<file path="config.mk">
export PLATFORM = sky130hd
export DESIGN_NAME = iil_interlock
export DESIGN_NICKNAME = d
export VERILOG_FILES = /design/src/rtl/iil_pkg.sv /design/src/rtl/iil_history.sv /design/src/rtl/iil_match.sv /design/src/rtl/iil_hazard.sv /design/src/rtl/iil_interlock.sv
export SDC_FILE = /design/constraint.sdc
export NUM_CORES = 1
export LEC_CHECK = 0
export CORE_MARGIN = 1.5
export CORE_UTILIZATION = 50
export DETAILED_ROUTE_END_ITERATION = 10
export HOLD_SLACK_MARGIN = 0.05
export PLACE_DENSITY = 0.76
export SLEW_MARGIN = 10
export SYNTH_ARGS = -nofsm -noshare
export SYNTH_HDL_FRONTEND = slang
export SYNTH_HIERARCHICAL = 1
export SYNTH_SLANG_ARGS = --single-unit
</file>
<file path="constraint.sdc">
create_clock -name clk_i -period 2 [get_ports clk_i]
set_input_delay 0.2 -clock clk_i [delete_from_list [all_inputs] [get_ports clk_i]]
set_output_delay 0.2 -clock clk_i [all_outputs]
set_load 0.05 [all_outputs]
</file>
<file path="src/rtl/iil_pkg.sv">
package iil_pkg;

    typedef enum logic [2:0] {
        CLS_NONE   = 3'd0,
        CLS_IALU   = 3'd1,
        CLS_ILOAD  = 3'd2,
        CLS_ISTORE = 3'd3,
        CLS_FALU   = 3'd4,
        CLS_FLOAD  = 3'd5,
        CLS_FSTORE = 3'd6,
        CLS_RSVD   = 3'd7
    } icls_e;

    localparam int CLS_W = 3;

    // empty cycles needed between producer issue and consumer issue
    function automatic int gap_cycles(icls_e prod, icls_e cons);
        case (prod)
            CLS_ILOAD: return 1;
            CLS_FALU:  return (cons == CLS_FSTORE) ? 2 : 3;
            CLS_FLOAD: return (cons == CLS_FSTORE) ? 0 : 1;
            default:   return 0;
        endcase
    endfunction

    // cycles from issue until the result is written back
    function automatic int result_lag(icls_e c);
        case (c)
            CLS_FALU:  return 3;
            CLS_ILOAD: return 1;
            CLS_FLOAD: return 1;
            default:   return 0;
        endcase
    endfunction

    function automatic logic has_dst(icls_e c);
        return (c == CLS_IALU) || (c == CLS_ILOAD) || (c == CLS_FALU) || (c == CLS_FLOAD);
    endfunction

    function automatic logic dst_fp(icls_e c);
        return (c == CLS_FALU) || (c == CLS_FLOAD);
    endfunction

    function automatic logic use_a(icls_e c);
        return (c != CLS_NONE) && (c != CLS_RSVD);
    endfunction

    function automatic logic a_fp(icls_e c);
        return c == CLS_FALU;
    endfunction

    function automatic logic use_b(icls_e c);
        return (c == CLS_IALU) || (c == CLS_ISTORE) || (c == CLS_FALU) || (c == CLS_FSTORE);
    endfunction

    function automatic logic b_fp(icls_e c);
        return (c == CLS_FALU) || (c == CLS_FSTORE);
    endfunction

endpackage

</file>
<file path="src/rtl/iil_history.sv">
module iil_history
    import iil_pkg::*;
#(
    parameter int REG_W = 5,
    parameter int DEPTH = 3,
    localparam int ENT_W = 2 + CLS_W + REG_W
) (
    input  logic                        clk_i,
    input  logic                        rst_i,
    input  logic                        push_vld_i,
    input  logic                        push_fp_i,
    input  logic [CLS_W-1:0]            push_cls_i,
    input  logic [REG_W-1:0]            push_dst_i,
    output logic [DEPTH-1:0][ENT_W-1:0] hist_o
);

    typedef struct packed {
        logic             vld;
        logic             fp;
        logic [CLS_W-1:0] cls;
        logic [REG_W-1:0] dst;
    } ent_t;

    typedef struct packed {
        ent_t [DEPTH-1:0] slot;
    } hist_t;

    hist_t hist_d, hist_q;

    always_comb begin
        hist_d = hist_q;
        // slot 0 receives this cycle's issue slot (age 1 next cycle)
        hist_d.slot[0].vld = push_vld_i;
        hist_d.slot[0].fp  = push_fp_i;
        hist_d.slot[0].cls = push_cls_i;
        hist_d.slot[0].dst = push_dst_i;
        for (int i = 1; i < DEPTH; i++) begin
            hist_d.slot[i] = hist_q.slot[i-1];
        end
    end

    always_ff @(posedge clk_i) begin
        if (rst_i) hist_q <= '0;
        else       hist_q <= hist_d;
    end

    assign hist_o = hist_q.slot;

endmodule

</file>
<file path="src/rtl/iil_match.sv">
module iil_match
    import iil_pkg::*;
#(
    parameter int REG_W = 5,
    parameter int AGE   = 1,
    localparam int ENT_W = 2 + CLS_W + REG_W
) (
    input  logic [ENT_W-1:0] ent_i,
    input  logic [CLS_W-1:0] cls_i,
    input  logic [REG_W-1:0] src_a_i,
    input  logic [REG_W-1:0] src_b_i,
    input  logic [REG_W-1:0] dst_i,
    output logic             raw_o,
    output logic             waw_o
);

    typedef struct packed {
        logic             vld;
        logic             fp;
        logic [CLS_W-1:0] cls;
        logic [REG_W-1:0] dst;
    } ent_t;

    ent_t  ent;
    icls_e cons, prod;
    logic  ent_live, hit_a, hit_b, hit_d, young_raw, young_waw;

    assign ent  = ent_t'(ent_i);
    assign cons = icls_e'(cls_i);
    assign prod = icls_e'(ent.cls);

    // integer r0 is a constant sink: an entry for it is never live
    assign ent_live = ent.vld && (ent.fp || (ent.dst != '0));

    assign hit_a = use_a(cons) && (a_fp(cons) == ent.fp) && (src_a_i == ent.dst);
    assign hit_b = use_b(cons) && (b_fp(cons) == ent.fp) && (src_b_i == ent.dst);
    assign hit_d = has_dst(cons) && (dst_fp(cons) == ent.fp) && (dst_i == ent.dst);

    assign young_raw = AGE <= gap_cycles(prod, cons);
    assign young_waw = (AGE + result_lag(cons)) <= result_lag(prod);

    assign raw_o = ent_live && young_raw && (hit_a || hit_b);
    assign waw_o = ent_live && young_waw && hit_d;

endmodule

</file>
<file path="src/rtl/iil_hazard.sv">
module iil_hazard
    import iil_pkg::*;
#(
    parameter int REG_W = 5,
    parameter int DEPTH = 3,
    localparam int ENT_W = 2 + CLS_W + REG_W
) (
    input  logic [DEPTH-1:0][ENT_W-1:0] hist_i,
    input  logic [CLS_W-1:0]            cls_i,
    input  logic [REG_W-1:0]            src_a_i,
    input  logic [REG_W-1:0]            src_b_i,
    input  logic [REG_W-1:0]            dst_i,
    output logic                        hazard_o
);

    logic [DEPTH-1:0] raw_vec, waw_vec;

    for (genvar g = 0; g < DEPTH; g++) begin : g_slot
        iil_match #(
            .REG_W (REG_W),
            .AGE   (g + 1)
        ) u_match (
            .ent_i   (hist_i[g]),
            .cls_i   (cls_i),
            .src_a_i (src_a_i),
            .src_b_i (src_b_i),
            .dst_i   (dst_i),
            .raw_o   (raw_vec[g]),
            .waw_o   (waw_vec[g])
        );
    end

    assign hazard_o = |{raw_vec, waw_vec};

endmodule

</file>
<file path="src/rtl/iil_interlock.sv">
module iil_interlock
    import iil_pkg::*;
#(
    parameter int REG_W = 5,
    parameter int DEPTH = 3
) (
    input  logic             clk_i,
    input  logic             rst_i,
    input  logic             id_valid_i,
    input  logic [2:0]       id_cls_i,
    input  logic [REG_W-1:0] src_a_i,
    input  logic [REG_W-1:0] src_b_i,
    input  logic [REG_W-1:0] dst_i,
    output logic             issue_o,
    output logic             stall_o,
    output logic             bubble_o
);

    localparam int ENT_W = 2 + CLS_W + REG_W;

    icls_e                       cls;
    logic                        hazard, push_vld, push_fp;
    logic [DEPTH-1:0][ENT_W-1:0] hist;

    assign cls = icls_e'(id_cls_i);

    iil_hazard #(
        .REG_W (REG_W),
        .DEPTH (DEPTH)
    ) u_hazard (
        .hist_i   (hist),
        .cls_i    (id_cls_i),
        .src_a_i  (src_a_i),
        .src_b_i  (src_b_i),
        .dst_i    (dst_i),
        .hazard_o (hazard)
    );

    assign issue_o  = id_valid_i && !hazard;
    assign stall_o  = id_valid_i && hazard;
    assign bubble_o = !issue_o;

    // only real register writes become live history slots
    assign push_fp  = dst_fp(cls);
    assign push_vld = issue_o && has_dst(cls) && (push_fp || (dst_i != '0));

    iil_history #(
        .REG_W (REG_W),
        .DEPTH (DEPTH)
    ) u_hist (
        .clk_i      (clk_i),
        .rst_i      (rst_i),
        .push_vld_i (push_vld),
        .push_fp_i  (push_fp),
        .push_cls_i (id_cls_i),
        .push_dst_i (dst_i),
        .hist_o     (hist)
    );

endmodule

</file>
Word-level counts from Yosys, hierarchy flattened
Index checks and enable logic that the tools add are counted.
{"block": "op_classes", "add_sub_neg": 3, "magnitude_cmp": 6, "eq_ne": 34, "muxes": 9, "n_reduce_logical": 65}
{"operator": "<= comparator 32 bit", "count": 3}
{"operator": "one-hot mux 32 bit (3 select lines)", "count": 1}
{"operator": "adder 3 x 32 -> 32 bit (first input constant)", "count": 2}
{"operator": "<= comparator 3 x 32 -> 1 bit (first input constant)", "count": 2}
{"operator": "== test 5 bit", "count": 9}
{"operator": "logical AND 1 bit", "count": 38}
{"operator": "adder 2 x 32 -> 32 bit (first input constant)", "count": 1}
{"operator": "<= comparator 2 x 32 -> 1 bit (first input constant)", "count": 1}
{"operator": "== test 3 bit (second input constant)", "count": 9}
{"operator": "nonzero test 5 bit", "count": 4}
{"operator": "one-hot mux 2 bit (2 select lines)", "count": 4}
{"operator": "== test 3 x 2 -> 1 bit (second input constant)", "count": 5}
{"operator": "logical OR 1 bit", "count": 15}
{"operator": "one-hot mux 2 bit (3 select lines)", "count": 2}
{"operator": "== test 1 bit", "count": 9}
{"operator": "OR reduction 2 bit", "count": 4}
{"operator": "OR reduction 6 bit", "count": 1}
{"operator": "== test 3 x 1 -> 1 bit (second input constant)", "count": 1}
{"operator": "!= test 3 bit (second input constant)", "count": 1}
{"operator": "nonzero test 3 bit", "count": 1}
{"operator": "zero test 1 bit", "count": 2}
{"operator": "two-way mux 1 bit", "count": 2}
{"block": "totals", "regBits": 30, "input_bits": 21, "word_cells": 129}

Depth between registers and ports, before layout
Gate-level depths: netlist (run 1).
{"block": "logic_depth", "depth_word": 13, "mapped_depth": 11, "depth_no_buf": 11}

Cells and area by module
Netlist (run 1), hierarchy kept.
{"mod": "iil_history", "n_inst": 1, "cells_per_inst": 63, "area_per_inst_um2": 882.1, "seq_area_each_um2": 600.6}
{"mod": "iil_match at u_hazard.g_slot[2].u_match", "n_inst": 1, "cells_per_inst": 42, "area_per_inst_um2": 345.3, "seq_area_each_um2": 0.0}
{"mod": "iil_match at u_hazard.g_slot[0].u_match", "n_inst": 1, "cells_per_inst": 42, "area_per_inst_um2": 305.3, "seq_area_each_um2": 0.0}
{"mod": "iil_match at u_hazard.g_slot[1].u_match", "n_inst": 1, "cells_per_inst": 39, "area_per_inst_um2": 285.3, "seq_area_each_um2": 0.0}
{"mod": "iil_interlock", "n_inst": 1, "cells_per_inst": 9, "area_per_inst_um2": 57.6, "seq_area_each_um2": 0.0}
{"mod": "iil_hazard", "n_inst": 1, "cells_per_inst": 3, "area_per_inst_um2": 13.8, "seq_area_each_um2": 0.0}

Worst setup path before layout (run 1)
OpenSTA, ideal clock, no wires.
{"block": "synth_timing", "path_type": "register -> output", "from": "reg u_hist.hist_q, in the netlist u_hist/hist_o[28]", "to": "out issue_o", "t_arrival_ns": 2.456, "t_required_ns": 1.800, "setup_slack_ns": -0.656, "stages_incl_launch_ff": 9, "n_path_buf": 0, "cell_sequence": "dfxtp_1 > or3b_1 > a2111oi_2 > nand3_1 > a2111oi_2 > nor4_1 > nand2_1 > nand2b_1 > inv_1"}
{"block": "synth_via", "elab_chain_len": 8, "elab_cells_between_ends": 19}
{"item": "from (decl)", "line": "iil_history.sv:28", "rtl": "hist_t hist_d, hist_q;"}
{"item": "from (signal assigned)", "line": "iil_history.sv:44", "rtl": "else hist_q <= hist_d;"}
{"item": "== test 1 bit, on equally long branches", "line": "iil_match.sv:35, iil_match.sv:36"}
{"item": "logical AND 1 bit, on equally long branches (2 in a row)", "line": "iil_match.sv:35, iil_match.sv:36"}
{"item": "logical OR 1 bit", "line": "iil_match.sv:42", "rtl": "assign raw_o = ent_live && young_raw && (hit_a || hit_b);"}
{"item": "logical AND 1 bit *", "line": "iil_match.sv:42"}
{"item": "via u_hazard.raw_vec[2]", "line": "iil_hazard.sv:16", "rtl": "logic [DEPTH-1:0] raw_vec, waw_vec;"}
{"item": "OR reduction 6 bit *", "line": "iil_hazard.sv:33", "rtl": "assign hazard_o = |{raw_vec, waw_vec};"}
{"item": "via hazard", "line": "iil_interlock.sv:22", "rtl": "logic hazard, push_vld, push_fp;"}
{"item": "zero test 1 bit *", "line": "iil_interlock.sv:39", "rtl": "assign issue_o = id_valid_i && !hazard;"}
{"item": "logical AND 1 bit *", "line": "iil_interlock.sv:39"}
{"item": "to (decl)", "line": "iil_interlock.sv:14", "rtl": "output logic issue_o,"}
Mark *: on every way through the listed nets, which the timed path passes. The rest lies on a longest branch.

Worst setup path in the final report (run 1)
{"block": "layout_timing", "from": "reg u_hist.hist_q, in the netlist u_hist/hist_o[21]", "to": "out issue_o"}
{"block": "layout_via", "elab_chain_len": 8, "elab_cells_between_ends": 17}
{"item": "nonzero test 5 bit", "line": "iil_match.sv:33", "rtl": "assign ent_live = ent.vld && (ent.fp || (ent.dst != '0));"}
{"item": "logical OR 1 bit", "line": "iil_match.sv:33"}
{"item": "logical AND 1 bit", "line": "iil_match.sv:33"}
{"item": "logical AND 1 bit", "line": "iil_match.sv:42"}
{"item": "logical AND 1 bit *", "line": "iil_match.sv:42"}
{"item": "via u_hazard.raw_vec[2]", "line": "iil_hazard.sv:16"}
{"item": "OR reduction 6 bit *", "line": "iil_hazard.sv:33"}
{"item": "via hazard", "line": "iil_interlock.sv:22"}
{"item": "zero test 1 bit *", "line": "iil_interlock.sv:39"}
{"item": "logical AND 1 bit *", "line": "iil_interlock.sv:39"}
Marked as above.

==> results.yml, run 1 <==
run_status:
  status: "finished with violations"
  violations: "negative setup slack"
sta:
  worst_pin_slew_ps: 422
  period_needed_ps: 2560
  fmax_mhz: 391
  finalHoldViolCount: 0
  rsz0062_at_grt: "true"
  skew_ps: 5.69
  slew_viol_final: 0
  worst_slew_margin_rel: 0.719
  setup_viol: 4
  period_share: 1.28
  setup_ws_ps: -560
die:
  die_area_sq_mm: 0.00416
  io_pins: 24
  die_h_um: 64.5
  initial_utilization: 0.520
  die_x_um: 64.5
  core_area_sq_mm: 0.00363
  num_rows: 22
setup_path:
  cp-start-kind: "register"
  max_stage_delay_ps: 340
  critPathBufInv: 3
  path_max_fanout: 3
  path_delay_family: "compound AO/OA/AOI/OAI gates"
  r2r-start: "u_hist/hist_o[21]$_SDFF_PP0_"
  worstSetupStartpoint: "u_hist/hist_o[21]$_SDFF_PP0_"
  cp_cell_sequence: "buf_4 > xor2_2 > a2111oi_4 > nand3_1 > a2111oi_2 > nor4_1 > nand2_1 > nand2b_4 > clkinvlp_4 > buf_6"
  end_kind: "output pin"
  cp.required_ps: 1800
  slowest_stage: "a2111oi_4"
  path_class: "reg2out"
  worst_ep_arrival_time_ps: 2360
detailed_routing:
  met1_length_mm: 1.97
  drtAntennaViolNets: 0
  wl_met2_mm: 2.46
  drcViolationCount: 0
  drt-wirelength-per-cell_um: 14.9
  drt_pass1_iterations: 4
  routed.top_layer: "met4"
  dr.first_iter.drc_count: 84
  wirelength_mm: 4.84
  avgViaCountPerCell: 5.29
  vias: 1719
  route.met3.wl_um: 292
cts:
  clkLatencyLatePin_ps: 280
  root_buffer: "clkbuf_8"
  hold_buffers: 0
  htreeDepth: 2
  cts_buffers: 5
  cts.sinks: 30
  clkSlewWorstSetupHoldPaths_ps: 60
  cts_tree: "yes"
  cts_buffer_depth: 2
final_layout:
  nets: 299
  multi_input_area_sq_mm: 0.00129
  layout-drive-gt1-share: 0.372
  seqCellArea_sq_um: 602
  fill_cells: 272
  finalNonFillerCells: 325
  diodes: 0
  syn2layout_area_growth_pct: 43.0
  largest_reg_flops: 30
  finalInstanceArea_sq_mm: 0.00270
global_route:
  grt_max_degree: 31
  grt_pass1_wl_mm: 7.77
  globalRouteTotalUtil: 0.250
  grt_pass1_vias: 1739
  overflow: 0
  antenna_found_initial: 0
yosys:
  yosys-top-cells-count: "dfxtp_1, xor2_1, nor2b_2"
  synth_cell_types: 41
  synth.largest_area_cell: "dfxtp_1"
  async_flop_share: 0
  synth-seq-area-share: 0.318
  ys_warn_count: 6
  ys_seq_elements: 30
  synth_edf_count: 0
  netlist_top_cells_area: "dfxtp_1, xor2_1, nor2b_2, xnor2_1, nor2b_1"
  synth_area_per_cell_sq_um: 9.54
  synth.top_cell.area_share: 0.318
  synth_ff_type: "dfxtp_1"
  synthCells: 198
  synth_area_sq_mm: 0.00189
  yosysMostFrequentCell: "dfxtp_1"
  syn_nets: 221
power_and_ir_drop:
  p_leak_nw: 1.10
  p_per_area_mw_per_mm2: 549
  total_power_w: 0.00148
  vdd_ir_drop_max_uv: 569
min_path:
  hold_path_startpoint: "u_hist/hist_o[17]$_SDFF_PP0_"
  min_path_type: "reg2reg"
place:
  dp_hpwl_mm: 3.71
  port-buffer-count: 23
  dpl-instance-area_sq_mm: 0.00256
  dp_cells: 316
  gp_congestion: 0.867
run:
  drv_cap: 0
[where the power goes]
part / internal, W / switching (W) / total (W)
logic: 0.000190 / 0.000167 / 0.000357
clock network: 0.000277 / 0.000209 / 0.000486
registers: 0.000621 / 0.0000191 / 0.000641
total: 0.00109 / 0.000395 / 0.00148
[per-layer routing]
metal / track usage / up-vias
li1: - / 843
met1: 0.300 / 800
met2: 0.430 / 65
met3: 0.0521 / 11
met4: 0.114 / 0
met5: 0 / -
[cell type report]
class / instances / area share
Clock inverter: 1 / 0.00185
Sequential cell: 30 / 0.223
Multi-Input combinational cell: 160 / 0.478
Inverter: 5 / 0.00833
Timing Repair Buffer: 74 / 0.235
Tap cell: 48 / 0.0222
Clock buffer: 7 / 0.0319
[kinds of logic after synthesis]
group,synth area share
flip-flops,0.318
buffers and inverters,0.0278
AO/OA/AOI/OAI,0.103
AND/OR/NAND/NOR,0.314
multiplexers,0.0106
XOR/XNOR,0.213
adder cells (fa/ha/maj),0.0132
[timing repair]
item,in CTS,in global routing
endpoints found under the setup margin,4,4
gates resized for setup,6,6
pin swaps,4,4
endpoints found under the hold margin,0,0
buffers inserted,0,1
[final timing paths]
kind                            depth (start not counted)                           end  slack [ps]
worst max-delay path                                   10                       issue_o        -560
worst min-delay path                                    1  u_hist/hist_o[27]$_SDFF_PP0_         460
worst max register to register                          9   u_hist/hist_o[9]$_SDFF_PP0_        -270
worst min register to register                          1  u_hist/hist_o[27]$_SDFF_PP0_         460
[through the flow]
step | TNS (ps) | util | hold WS (ps) | worst slack [ps]
2_1_floorplan | -429 | - | 328 | -244
3_3_place_gp | -2270 | 0.704 | 452 | -657
5_1_grt | -2240 | 0.744 | 498 | -681
3_5_place_dp | -2590 | 0.704 | 451 | -738
4_1_cts | -2040 | 0.733 | 468 | -655
6_report | -1840 | 0.744 | 463 | -560
[worst reg2reg max path, cell delays in order (launching register included)]
cell and delay, ps:
dfxtp_1 330, or4_1 530, o31ai_2 270, nor4_1 100, nor4_1 300, nand2_1 130
nand2b_4 190, buf_4 140, nor3_2 80, nor2b_2 140
[layout by cell type, fill, tap and decap left out, types with 3 or more instances in the layout]
| master | n |
|---|---|
| inv_1 | 4 |
| a31oi_1 | 3 |
| nor4_1 | 4 |
| or4_1 | 3 |
| nor3_1 | 6 |
| nor3_2 | 3 |
| nor2b_1 | 8 |
| clkbuf_8 | 6 |
| nor2_1 | 7 |
| nand3b_1 | 4 |
| a21oi_1 | 5 |
| dfxtp_1 | 29 |
| buf_4 | 51 |
| clkdlybuf4s50_1 | 17 |
| xnor2_1 | 21 |
| nor2b_2 | 24 |
| xor2_1 | 24 |
| nand4_1 | 6 |
| nand2_1 | 4 |
No activity file was read; power rests on OpenSTA's default activity.
==> inputs of run 2 (changes only) <==
--- a/config.mk
+++ b/config.mk
@@ -5,9 +5,10 @@
 export SDC_FILE = /design/constraint.sdc
 export NUM_CORES = 1
 export LEC_CHECK = 0
-export CORE_MARGIN = 1.5
+export CORE_MARGIN = 5
 export CORE_UTILIZATION = 50
 export DETAILED_ROUTE_END_ITERATION = 10
+export GPL_ROUTABILITY_DRIVEN = 0
 export HOLD_SLACK_MARGIN = 0.05
 export PLACE_DENSITY = 0.76
 export SLEW_MARGIN = 10
==> run 2 against run 1 <==
  * The run still ends with negative setup slack left
  * Non-clock buffer count unchanged
  * Worst setup slack improved by 18 ps
  * Wire length rose by 6.6%
  * Fmax rose by 0.69%
  * Total power up 1.5%
  * Die area rose by 23%
  * Critical path depth is 1 lower
  * Via count grew 0.41%
==> results.yml, run 2 (same netlist as run 1, synthesis figures left out) <==
run_status:
  status: "finished with violations"
  violations: "negative setup slack"
power_and_ir_drop:
  p_switching_w: 0.000414
  p_int_w: 0.00109
  p_sw_frac: 0.275
  p_clk_frac: 0.335
  p_leak_nw: 1.09
  vdd_ir_drop_max_uv: 440
  p_per_area_mw_per_mm2: 553
  pwr-share-comb: 0.241
  total_power_w: 0.00151
  p_seq_frac: 0.425
cts:
  hold_buffers: 0
  cts.sinks: 30
  cts_buffers: 5
  cts_buffer_depth: 2
  clkSlewWorstSetupHoldPaths_ps: 60
  cts_tree: "yes"
  htreeDepth: 2
  clkLatencyLatePin_ps: 280
  root_buffer: "clkbuf_8"
sta:
  setup_tns_ps: -1860
  period_needed_ps: 2540
  fmax_mhz: 393
  setup_ws_ps: -543
  slew_viol_final: 0
  worst_pin_slew_ps: 431
  worst_slew_margin_rel: 0.712
  timing.hold.ws_ps: 466
  skew_ps: 5.46
  rsz0062_at_grt: "true"
  finalHoldViolCount: 0
  period_share: 1.27
  setup_viol: 4
min_path:
  min_path_type: "reg2reg"
  hold_depth: 1
  hold_path_end: "u_hist/hist_o[26]$_SDFF_PP0_"
  hold_path_startpoint: "u_hist/hist_o[16]$_SDFF_PP0_"
final_layout:
  fill_cells: 287
  layout-drive-gt1-share: 0.372
  nets: 299
  largest_reg_flops: 30
  diodes: 0
  finalNonFillerCells: 325
  syn2layout_area_growth_pct: 44.0
  final_common_cell: "buf_4"
  final_cell_mix: "buf_4, dfxtp_1, xor2_1"
setup_path:
  end_kind: "output pin"
  cp.required_ps: 1800
  rr_worst_depth: 11
  slowest_stage: "or4_4"
  regToRegSetupSlack_ps: -310
  r2r-end: "u_hist/hist_o[9]$_SDFF_PP0_"
  cp_cell_sequence: "or4_4 > o31ai_4 > buf_4 > a2111oi_4 > nor4_1 > nand2_1 > nand2b_4 > buf_12 > buf_12"
  worstSetupStartpoint: "u_hist/hist_o[23]$_SDFF_PP0_"
  worst_ep_arrival_time_ps: 2340
  timing.critical_path.mode_cell: "buf_12"
  path_delay_family: "simple AND/OR/NAND/NOR gates"
  path_max_fanout: 2
  critPathBufInv: 3
  path_class: "reg2out"
  max_stage_delay_ps: 550
  cp-start-kind: "register"
  r2r-start: "u_hist/hist_o[23]$_SDFF_PP0_"
place:
  port-buffer-count: 23
  place_worst_setup_slack_ps: -912
  dp_hpwl_mm: 3.86
  dp_cells: 315
detailed_routing:
  drt-wirelength-per-cell_um: 15.9
  wirelength_mm: 5.16
  vias: 1726
  dr.first_iter.drc_count: 79
  drtAntennaViolNets: 0
  drt_pass1_iterations: 4
  avgViaCountPerCell: 5.31
  drcViolationCount: 0
global_route:
  overflow: 0
  grt_max_degree: 31
  globalRouteTotalUtil: 0.207
  antenna_found_initial: 0
  grt_pass1_vias: 1749
  grt_pass1_wl_mm: 8.07
die:
  initial_utilization: 0.516
  num_rows: 22
  die_h_um: 71.5
  die_area_sq_mm: 0.00511
  die_x_um: 71.5
  core_area_sq_mm: 0.00366
  io_pins: 24
run:
  drv_cap: 0
==> run 2: metal layers <==
| layer | up-vias | track usage | part of all wire |
|---|---|---|---|
| li1 | 845 | - | - |
| met1 | 806 | 0.247 | 0.42 |
| met2 | 61 | 0.354 | 0.49 |
| met3 | 14 | 0.0505 | 0.054 |
| met4 | 0 | 0.0877 | 0.029 |
| met5 | - | 0 | 0 |
==> run 2: worst max-delay path by stage <==
| stage | end | cells after the start |
|---|---|---|
| after CTS | issue_o | 9 |
| after detailed placement | issue_o | 12 |
| after global routing | issue_o | 9 |
| final | bubble_o | 9 |
| after floorplan | issue_o | 8 |
| after global placement | issue_o | 12 |
==> run 2: timing repair <==
action | CTS | global route
buffers inserted | 1 | 1
resized for setup | 13 | 1
pin swaps | 3 | 1
endpoints found under the setup margin | 4 | 4
gates cloned | 0 | 0
==> run 2: final cells by class <==
cell class	count	area (sq um)	share of cell area
multi-input cells	160	1300	0.477
repair buffers	74	647	0.238
flip-flops and latches	30	602	0.221
clock buffers	7	86.3	0.0317
well taps	48	60.1	0.0221
inverters	5	22.5	0.00828
clock inverters	1	5.00	0.00184
==> run 2: power groups by stage <==
stage / logic (W) / registers, W / clock network, W
floorplan: 0.000163 / 0.000657 / 0
global placement: 0.000335 / 0.000651 / 0
detailed placement: 0.000342 / 0.000652 / 0
CTS: 0.000357 / 0.000640 / 0.000515
global route: 0.000387 / 0.000643 / 0.000536
finish: 0.000363 / 0.000640 / 0.000504
==> run 2: stage by stage <==
step	util	area, sq um
after floorplan	-	1910
after global placement	0.696	2550
after detailed placement	0.696	2550
after CTS	0.740	2710
after global routing	0.743	2720
final	0.743	2720
